[config.mk]
export PLATFORM = sky130hd
export DESIGN_NAME = ext_irq_arb
export DESIGN_NICKNAME = d
export VERILOG_FILES = /design/src/rtl/ext_irq_pkg.sv /design/src/rtl/irq_pick.sv /design/src/rtl/irq_detect_ctl.sv /design/src/rtl/irq_detect_dp.sv /design/src/rtl/ext_irq_arb.sv
export SDC_FILE = /design/constraint.sdc
export NUM_CORES = 1
export LEC_CHECK = 0
export CAP_MARGIN = 20
export CORE_MARGIN = 2
export CORE_UTILIZATION = 55
export DETAILED_ROUTE_END_ITERATION = 7
export PLACE_DENSITY = 0.87
export SYNTH_ARGS = -nofsm -noshare
export SYNTH_HDL_FRONTEND = slang
export SYNTH_SLANG_ARGS = --single-unit
export TNS_END_PERCENT = 1
[constraint.sdc]
create_clock -name clk -period 26.9 [get_ports clk]
set_input_delay 4.035 -clock clk [delete_from_list [all_inputs] [get_ports clk]]
set_output_delay 4.035 -clock clk [all_outputs]
set_load 0.02 [all_outputs]
[src/rtl/ext_irq_pkg.sv]
package ext_irq_pkg;
  localparam int IRQ_COUNT = 8;
  localparam int PRIO_BITS = 4;

  typedef enum logic [1:0] {
    DET_LOW  = 2'b00,
    DET_FALL = 2'b01,
    DET_RISE = 2'b10,
    DET_HIGH = 2'b11
  } det_mode_e;

  // strobes from control to datapath
  typedef struct packed {
    logic [IRQ_COUNT-1:0] setVec;   // new detection this cycle
    logic [IRQ_COUNT-1:0] dropVec;  // release pending latch
    logic [IRQ_COUNT-1:0] liveVec;  // pin currently eligible
  } irq_strobe_t;
endpackage

[src/rtl/irq_pick.sv]
module irq_pick #(
  parameter int NUM_SRC = 8,
  parameter int PRIO_W  = 4,
  localparam int IDX_W  = $clog2(NUM_SRC)
) (
  input  logic [NUM_SRC-1:0]        candVec,
  input  logic [NUM_SRC*PRIO_W-1:0] prioFlat,
  output logic [PRIO_W-1:0]         bestLvl,
  output logic [IDX_W-1:0]          bestIdx
);
  always_comb begin
    bestLvl = '0;
    bestIdx = '0;
    for (int i = 0; i < NUM_SRC; i++) begin
      if (candVec[i] && (prioFlat[i*PRIO_W +: PRIO_W] != '0) &&
          (prioFlat[i*PRIO_W +: PRIO_W] >= bestLvl)) begin
        bestLvl = prioFlat[i*PRIO_W +: PRIO_W];
        bestIdx = IDX_W'(i);
      end
    end
  end
endmodule

[src/rtl/irq_detect_ctl.sv]
module irq_detect_ctl
  import ext_irq_pkg::*;
#(
  parameter int NUM_SRC = IRQ_COUNT,
  parameter int PRIO_W  = PRIO_BITS,
  localparam int IDX_W  = $clog2(NUM_SRC)
) (
  input  logic [NUM_SRC-1:0]        syncLvl,
  input  logic [NUM_SRC-1:0]        prevLvl,
  input  logic [2*NUM_SRC-1:0]      modeFlat,
  input  logic [NUM_SRC*PRIO_W-1:0] prioFlat,
  input  logic                      indepEn,
  input  logic [NUM_SRC-1:0]        maskBit,
  input  logic                      ackValid,
  input  logic [IDX_W-1:0]          ackIdx,
  output irq_strobe_t               strobe
);
  for (genvar i = 0; i < NUM_SRC; i++) begin : g_pin
    det_mode_e pinMode;
    logic      live, isLevel, hit, ackSelf, ackOther;

    assign pinMode  = det_mode_e'(modeFlat[2*i +: 2]);
    assign live     = indepEn && !maskBit[i] && (prioFlat[i*PRIO_W +: PRIO_W] != '0);
    assign isLevel  = (pinMode == DET_LOW) || (pinMode == DET_HIGH);
    assign ackSelf  = ackValid && (ackIdx == IDX_W'(i));
    assign ackOther = ackValid && (ackIdx != IDX_W'(i));

    always_comb begin
      case (pinMode)
        DET_LOW:  hit = !syncLvl[i];
        DET_HIGH: hit = syncLvl[i];
        DET_RISE: hit = syncLvl[i] && !prevLvl[i];
        DET_FALL: hit = !syncLvl[i] && prevLvl[i];
        default:  hit = 1'b0;
      endcase
    end

    assign strobe.liveVec[i] = live;
    assign strobe.setVec[i]  = live && hit;
    assign strobe.dropVec[i] = !live || ackSelf || (isLevel && ackOther);
  end
endmodule

[src/rtl/irq_detect_dp.sv]
module irq_detect_dp
  import ext_irq_pkg::*;
#(
  parameter int NUM_SRC = IRQ_COUNT,
  parameter int PRIO_W  = PRIO_BITS,
  localparam int IDX_W  = $clog2(NUM_SRC)
) (
  input  logic                      clk,
  input  logic                      rstN,
  input  logic [NUM_SRC-1:0]        pinIn,
  input  logic [NUM_SRC*PRIO_W-1:0] prioFlat,
  input  irq_strobe_t               strobe,
  output logic [NUM_SRC-1:0]        syncLvl,
  output logic [NUM_SRC-1:0]        prevLvl,
  output logic [NUM_SRC-1:0]        pendVec,
  output logic [PRIO_W-1:0]         reqLevel,
  output logic [IDX_W-1:0]          reqIdx
);
  logic [NUM_SRC-1:0] metaLvl;
  logic [PRIO_W-1:0]  pickLvl;
  logic [IDX_W-1:0]   pickIdx;

  for (genvar i = 0; i < NUM_SRC; i++) begin : g_lane
    always_ff @(posedge clk) begin
      if (!rstN) begin
        metaLvl[i] <= 1'b0;
        syncLvl[i] <= 1'b0;
        prevLvl[i] <= 1'b0;
        pendVec[i] <= 1'b0;
      end else begin
        metaLvl[i] <= pinIn[i];
        syncLvl[i] <= metaLvl[i];
        prevLvl[i] <= syncLvl[i];
        pendVec[i] <= (pendVec[i] && !strobe.dropVec[i]) || strobe.setVec[i];
      end
    end


    pend_from_set_chk: assert property (@(posedge clk) disable iff (!rstN)
      $rose(pendVec[i]) |-> $past(strobe.setVec[i]));
  end

  irq_pick #(.NUM_SRC(NUM_SRC), .PRIO_W(PRIO_W)) u_pick (
    .candVec (pendVec & strobe.liveVec),
    .prioFlat(prioFlat),
    .bestLvl (pickLvl),
    .bestIdx (pickIdx)
  );

  always_ff @(posedge clk) begin
    if (!rstN) begin
      reqLevel <= '0;
      reqIdx   <= '0;
    end else begin
      reqLevel <= pickLvl;
      reqIdx   <= pickIdx;
    end
  end


  idle_zero_chk: assert property (@(posedge clk) disable iff (!rstN)
    ($past(pendVec) == '0) |-> (reqLevel == '0 && reqIdx == '0));
endmodule

[src/rtl/ext_irq_arb.sv]
module ext_irq_arb
  import ext_irq_pkg::*;
#(
  parameter int NUM_SRC = IRQ_COUNT,
  parameter int PRIO_W  = PRIO_BITS,
  localparam int IDX_W  = $clog2(NUM_SRC)
) (
  input  logic                      clk,
  input  logic                      rstN,
  input  logic [NUM_SRC-1:0]        pinIn,
  input  logic [2*NUM_SRC-1:0]      detMode,
  input  logic [NUM_SRC*PRIO_W-1:0] prioLvl,
  input  logic                      indepEn,
  input  logic [NUM_SRC-1:0]        maskBit,
  input  logic                      ackValid,
  input  logic [IDX_W-1:0]          ackIdx,
  output logic [PRIO_W-1:0]         reqLevel,
  output logic [IDX_W-1:0]          reqIdx
);
  irq_strobe_t        strobe;
  logic [NUM_SRC-1:0] syncLvl, prevLvl, pendVec;

  irq_detect_ctl #(.NUM_SRC(NUM_SRC), .PRIO_W(PRIO_W)) u_ctl (
    .syncLvl (syncLvl),
    .prevLvl (prevLvl),
    .modeFlat(detMode),
    .prioFlat(prioLvl),
    .indepEn (indepEn),
    .maskBit (maskBit),
    .ackValid(ackValid),
    .ackIdx  (ackIdx),
    .strobe  (strobe)
  );

  irq_detect_dp #(.NUM_SRC(NUM_SRC), .PRIO_W(PRIO_W)) u_dp (
    .clk     (clk),
    .rstN    (rstN),
    .pinIn   (pinIn),
    .prioFlat(prioLvl),
    .strobe  (strobe),
    .syncLvl (syncLvl),
    .prevLvl (prevLvl),
    .pendVec (pendVec),
    .reqLevel(reqLevel),
    .reqIdx  (reqIdx)
  );


  mask_clears_chk: assert property (@(posedge clk) disable iff (!rstN)
    (pendVec & $past(maskBit)) == '0);


  disabled_empty_chk: assert property (@(posedge clk) disable iff (!rstN)
    !$past(indepEn) |-> (pendVec == '0));


  winner_pending_chk: assert property (@(posedge clk) disable iff (!rstN)
    (reqLevel != '0) |-> ($past(pendVec) != '0));

  for (genvar i = 0; i < NUM_SRC; i++) begin : g_hold

    sticky_hold_chk: assert property (@(posedge clk) disable iff (!rstN)
      ($past(pendVec[i]) && $past(!ackValid && indepEn && !maskBit[i] &&
        (prioLvl[i*PRIO_W +: PRIO_W] != '0))) |-> pendVec[i]);
  end
endmodule

* After elaboration in Yosys (flattened, before gate mapping)
Cells that the tools add are included.
** Cells by class
- Equality and inequality tests :: 38
- Muxes and demuxes :: 23
- Reduce and logical (&&, ||, !) cells :: 178
- Magnitude comparators :: 8
- Bitwise logic cells :: 1
** Operators with widths (count)
- logical AND 1 bit :: 88
- zero test 1 bit :: 40
- == test 2 bit (second input constant) :: 16
- logical OR 1 bit :: 32
- 2-to-1 mux 4 bit :: 8
- one-hot mux 1 bit (4 select lines) :: 8
- nonzero test 4 bit :: 8
- greater-or-equal comparator 4 bit :: 7
- 2-to-1 mux 3 bit :: 6
- == test 2 x 1 -> 1 bit (second input constant) :: 8
- zero test 2 bit :: 8
- == test 3 bit (second input constant) :: 4
- != test 3 bit (second input constant) :: 4
- AND 8 bit :: 1
- == test 3 x 2 -> 1 bit (second input constant) :: 2
- != test 3 x 2 -> 1 bit (second input constant) :: 2
- greater-or-equal comparator 4 x 1 -> 1 bit (second input constant) :: 1
- == test 3 x 1 -> 1 bit (second input constant) :: 1
- zero test 3 bit :: 1
- != test 3 x 1 -> 1 bit (second input constant) :: 1
- nonzero test 3 bit :: 1
- 2-to-1 mux 1 bit :: 1
** Storage, ports and cells
- Word-level logic and storage cells :: 282
- Output and inout port bits :: 7
- Input port bits :: 71
- Register bits after elaboration :: 39

* Logic depth before layout (Yosys ltp)
- Depth after elaboration :: 28
- Gate-level depth with buffers :: 62
- Mapped depth without buffers :: 57

* Cells and area by module
From an unflattened synthesis, not the netlist that was laid out.
** Second synthesis, totals
- Cell total of the unflattened synthesis :: 416
- Area total of the unflattened synthesis :: 3631.0 um2
** Modules (own cells, without submodules)
- irq_pick :: cells each 180, area each 1407.6 um2, times used 1, sequential area each 0.0 um2
- irq_detect_dp :: cells each 98, area each 1176.1 um2, times used 1, sequential area each 780.7 um2
- irq_detect_ctl :: cells each 138, area each 1047.3 um2, times used 1, sequential area each 0.0 um2

* Worst setup path after synthesis
OpenSTA, ideal clock, no wires.
- Path kind :: input -> register
- Start :: in indepEn
- End :: reg u_dp.reqLevel[2]
- Path slack :: 11.687 ns
- Library setup time :: 0.115 ns
- Arrival :: 15.099 ns
- Path buffers :: 6
- Stages :: 59
- Data required time :: 26.785 ns
- Path through :: buf_2 -> nor2b_1 -> nand3_1 -> ha_1 -> o211ai_1 -> o21ai_1 -> nand2_1 -> o21ai_0 -> ha_1 -> nand2b_1 -> a21oi_1 -> and3b_1 -> and3_4 -> or3_4 -> buf_6 -> o21a_1 -> ha_1 -> nand2b_1 -> [... 23 more ...] -> nand2b_1 -> a21o_1 -> a21oi_1 -> nor2b_1 -> o211ai_1 -> clkbuf_1 -> nand2_1 -> o22ai_1 -> nor2_1 -> ha_1 -> nand2b_1 -> a21o_1 -> a21oi_1 -> nor2b_1 -> o211ai_1 -> inv_1 -> and2_1 -> o21a_1
** Between the ends
- Cells in the longest elaborated chain, start to end :: 27
- Elaborated cells on any way between the ends :: 48
- Classes of those cells :: order compare (7); mux (8); bitwise (1); reduce/logical (32)
** Ends and longest elaborated chain
- start, declared :: RTL line ext_irq_arb.sv:13 : input logic indepEn,
- logical AND 1 bit (2 in a row) :: RTL line irq_detect_ctl.sv:23 : assign live = indepEn && !maskBit[i] && (prioFlat[i*PRIO_W +: PRIO_W] != '0);
- AND 8 bit * :: RTL line irq_detect_dp.sv:44 : .candVec (pendVec & strobe.liveVec),
- logical AND 1 bit (2 in a row) :: RTL line irq_pick.sv:15 : if (candVec[i] && (prioFlat[i*PRIO_W +: PRIO_W] != '0) &&
- 2-to-1 mux 4 bit :: RTL line irq_pick.sv:15
- greater-or-equal comparator 4 bit :: RTL line irq_pick.sv:16 : (prioFlat[i*PRIO_W +: PRIO_W] >= bestLvl)) begin
- logical AND 1 bit :: RTL line irq_pick.sv:15
- 2-to-1 mux 4 bit :: RTL line irq_pick.sv:15
- greater-or-equal comparator 4 bit :: RTL line irq_pick.sv:16
- [... 9 more ...]
- logical AND 1 bit :: RTL line irq_pick.sv:15
- 2-to-1 mux 4 bit :: RTL line irq_pick.sv:15
- greater-or-equal comparator 4 bit :: RTL line irq_pick.sv:16
- logical AND 1 bit :: RTL line irq_pick.sv:15
- 2-to-1 mux 4 bit :: RTL line irq_pick.sv:15
- greater-or-equal comparator 4 bit :: RTL line irq_pick.sv:16
- logical AND 1 bit :: RTL line irq_pick.sv:15
- 2-to-1 mux 4 bit * :: RTL line irq_pick.sv:15
- end signal, assigned :: RTL line irq_detect_dp.sv:55 : reqLevel <= pickLvl;
- end, declared :: RTL line irq_detect_dp.sv:16 : output logic [PRIO_W-1:0] reqLevel,
Mark *: on every way between the ends. The rest lies on a longest branch, timed or not.
A chain may end at the register's enable or synchronous reset.

* Final worst setup path
Ends and elaborated chain as after synthesis.

==> results.tsv <==
metric	value	unit
ir_drop	0.0000409	V
rsz0062_at_grt	no	
hold_path.class	reg2reg	
tns	0	ns
synth_nets	533	
met3_length	495	µm
period_share	62.5	%
worst_pin_slew	0.888	ns
rows	27	
insertion_delay	0.28	ns
yosysUniqueCellTypes	50	
cp_slowest_cell	o21ai_1	
grt_pass1_vias	3090	
overflow	0	
clock_sinks	39	
dr_total_vias	3158	
grt_antenna_before_repair	0	
start_kind	primary input	
worst_clock_skew	0.00666	ns
power_per_cell_area	35.9	mW/mm²
slew_viol_final	0	
yosysSeqAreaShare	24.2	%
synth_edf_count	0	
gp_congestion	0.973	
critPathKind	in2reg	
dieArea	0.00650	mm²
wirelength	7980	µm
leakage	1.82	nW
drtPass1Iterations	5	
drive_above_1_share	4.17	%
grt_pass1_wl	13400	µm
start_util	58.0	%
core_area	0.00557	mm²
relSlewSlack	40.4	%
fin_nets	606	
dr_wl_met2	4020	µm
async_flop_share	0	%
grt_max_degree	38	
wl_met1	3370	µm
timing.fmax	0.0595	GHz
ant_nets	0	
ys_dominant_reg_cell	dfxtp_1	
hp-start	u_dp.metaLvl[7]	
status	completed	
postCtsSetupBuffers	0	
cts-hold-fix-buffers	0	
crit_arrival	17.00	ns
grt_usage	25.8	%
synth_area_per_cell	7.96	µm²
end_kind	flip-flop	
avgViaCountPerCell	5.72	
cts_buffers	5	
fin_hold_ws	0.442	ns
areaGrowthSynthToFinish	29.1	%
avgRoutedWirePerCell	14.5	µm
crit_top_cell	ha_1	
die_w	80.6	µm
place_ws	9.99	ns
seq_area	781	µm²
finalHoldViolations	0	
ctsRootBufferMaster	clkbuf_8	
yosysWarnings	0	
num_io_pins	78	
io_buffer_count	77	
dp_hpwl	6490	µm
ctsHtreeMaxLevel	2	
ys_seq_elements	39	
final_cell_mix	77 x clkdlybuf4s50_1, 56 x ha_1, 39 x inv_1, 39 x dfxtp_1, 34 x nor2_1	
multi_input_area	0.00224	mm²
r2r_start	u_dp.pendVec[0]	
setup_slack	10.08	ns
tritoncts	built	
drt-initial-drc-count	200	
cp-startpoint	indepEn	
fillers	443	
dieHeight	80.6	µm
cts_resized	0	
fin_crit	16.82	ns
path_max_fanout	13	
cts_buffer_depth	2	
netlist_area	0.00323	mm²
n_antenna_cell	0	
setup_violations	0	
slowest_delay	0.70	ns
top_layer	met4	
clk_pin_slew_worst_paths	0.08	ns
drc	0	
postSynthCellCount	406	
maxCapViolCount	0	
layout_commonest_cell	clkdlybuf4s50_1	
crit_required	27.08	ns
-- per-layer routing --
layer  global-route usage, %  vias to the layer above
met1                    30.5                     1447
li1                        -                     1588
met2                    47.8                      110
met4                    5.59                        0
met3                    4.94                       13
met5                       0                        -
-- kinds of logic after synthesis --
| kind of cell | Yosys count | share of synthesized area (%) |
|---|---|---|
| adders and majority gates | 56 | 21.7 |
| muxes | 2 | 0.620 |
| DFF | 39 | 24.2 |
| and+or+nand+nor | 156 | 25.9 |
| AOI/OAI and AO/OA | 102 | 21.2 |
| buffers and inverters | 51 | 6.43 |
-- per-stage QoR --
step	instances	utilization [%]	cell area [µm²]	power, mW
final	552	74.8	4170	0.150
after detailed placement	544	72.4	4040	0.0942
after global placement	544	72.4	4040	0.0931
after floorplan	406	-	3230	0.0770
after global routing	552	74.8	4170	0.157
after CTS	552	74.8	4170	0.151
-- synth_stat cells, drive strengths merged, types with 3 or more instances --
library cell	count	share of area [%]
nand2b	9	1.7
dfxtp	39	24
nor3	9	1.4
ha	56	22
and2	26	5.0
a41oi	3	1.3
clkbuf	9	1.0
o22ai	5	0.97
inv	39	4.5
nor2	34	4.0
o21a	3	0.70
o21ai	22	3.6
a21oi	28	4.3
nor4	7	1.4
a21o	7	1.9
o31ai	4	0.93
or3	4	1.2
buf	3	0.85
nor3b	4	0.93
a221oi	8	2.2
o211ai	5	1.2
or4	3	0.70
nand2	31	3.6
and3	5	1.1
nor2b	5	0.97
a31oi	6	1.2
nand3	11	1.7
-- registers in the layout (all words and copies together) (netlist names) --
signal / flops
u_dp.reqLevel: 4
u_dp.reqIdx: 3
u_dp.prevLvl: 8
u_dp.syncLvl: 8
u_dp.metaLvl: 8
u_dp.pendVec: 8
-- layout make-up --
cell class / instances / share of cell area [%]
inverters: 39 / 3.51
clock inverters: 2 / 1.44
flip-flops and latches: 39 / 18.7
repair buffers: 78 / 18.7
clock buffers: 6 / 1.74
well taps: 72 / 2.16
multi-input cells: 316 / 53.8
-- final timing paths --
path | end | slack (ns) | cells after the start
setup / recovery | u_dp.reqLevel[2] | 10.08 | 53
hold / removal | u_dp.syncLvl[7] | 0.44 | 1
setup reg to reg | u_dp.reqLevel[2] | 14.48 | 51
hold reg to reg | u_dp.syncLvl[7] | 0.44 | 1
-- report_power, final --
| group | switching (mW) | internal, mW | total, mW | leakage (nW) |
|---|---|---|---|---|
| logic | 0.0151 | 0.0176 | 0.0327 | 1.44 |
| clock network | 0.0195 | 0.0371 | 0.0566 | 0.0654 |
| registers | 0.000902 | 0.0596 | 0.0605 | 0.319 |
-- critical path: cells and delay by family --
family                     cells  cell delay, ns
and+or+nand+nor               21            4.58
buffers and inverters          3            0.90
AOI/OAI and AO/OA             22            5.51
adders and majority gates      7            1.98
No activity file was read; power rests on OpenSTA's default activity.
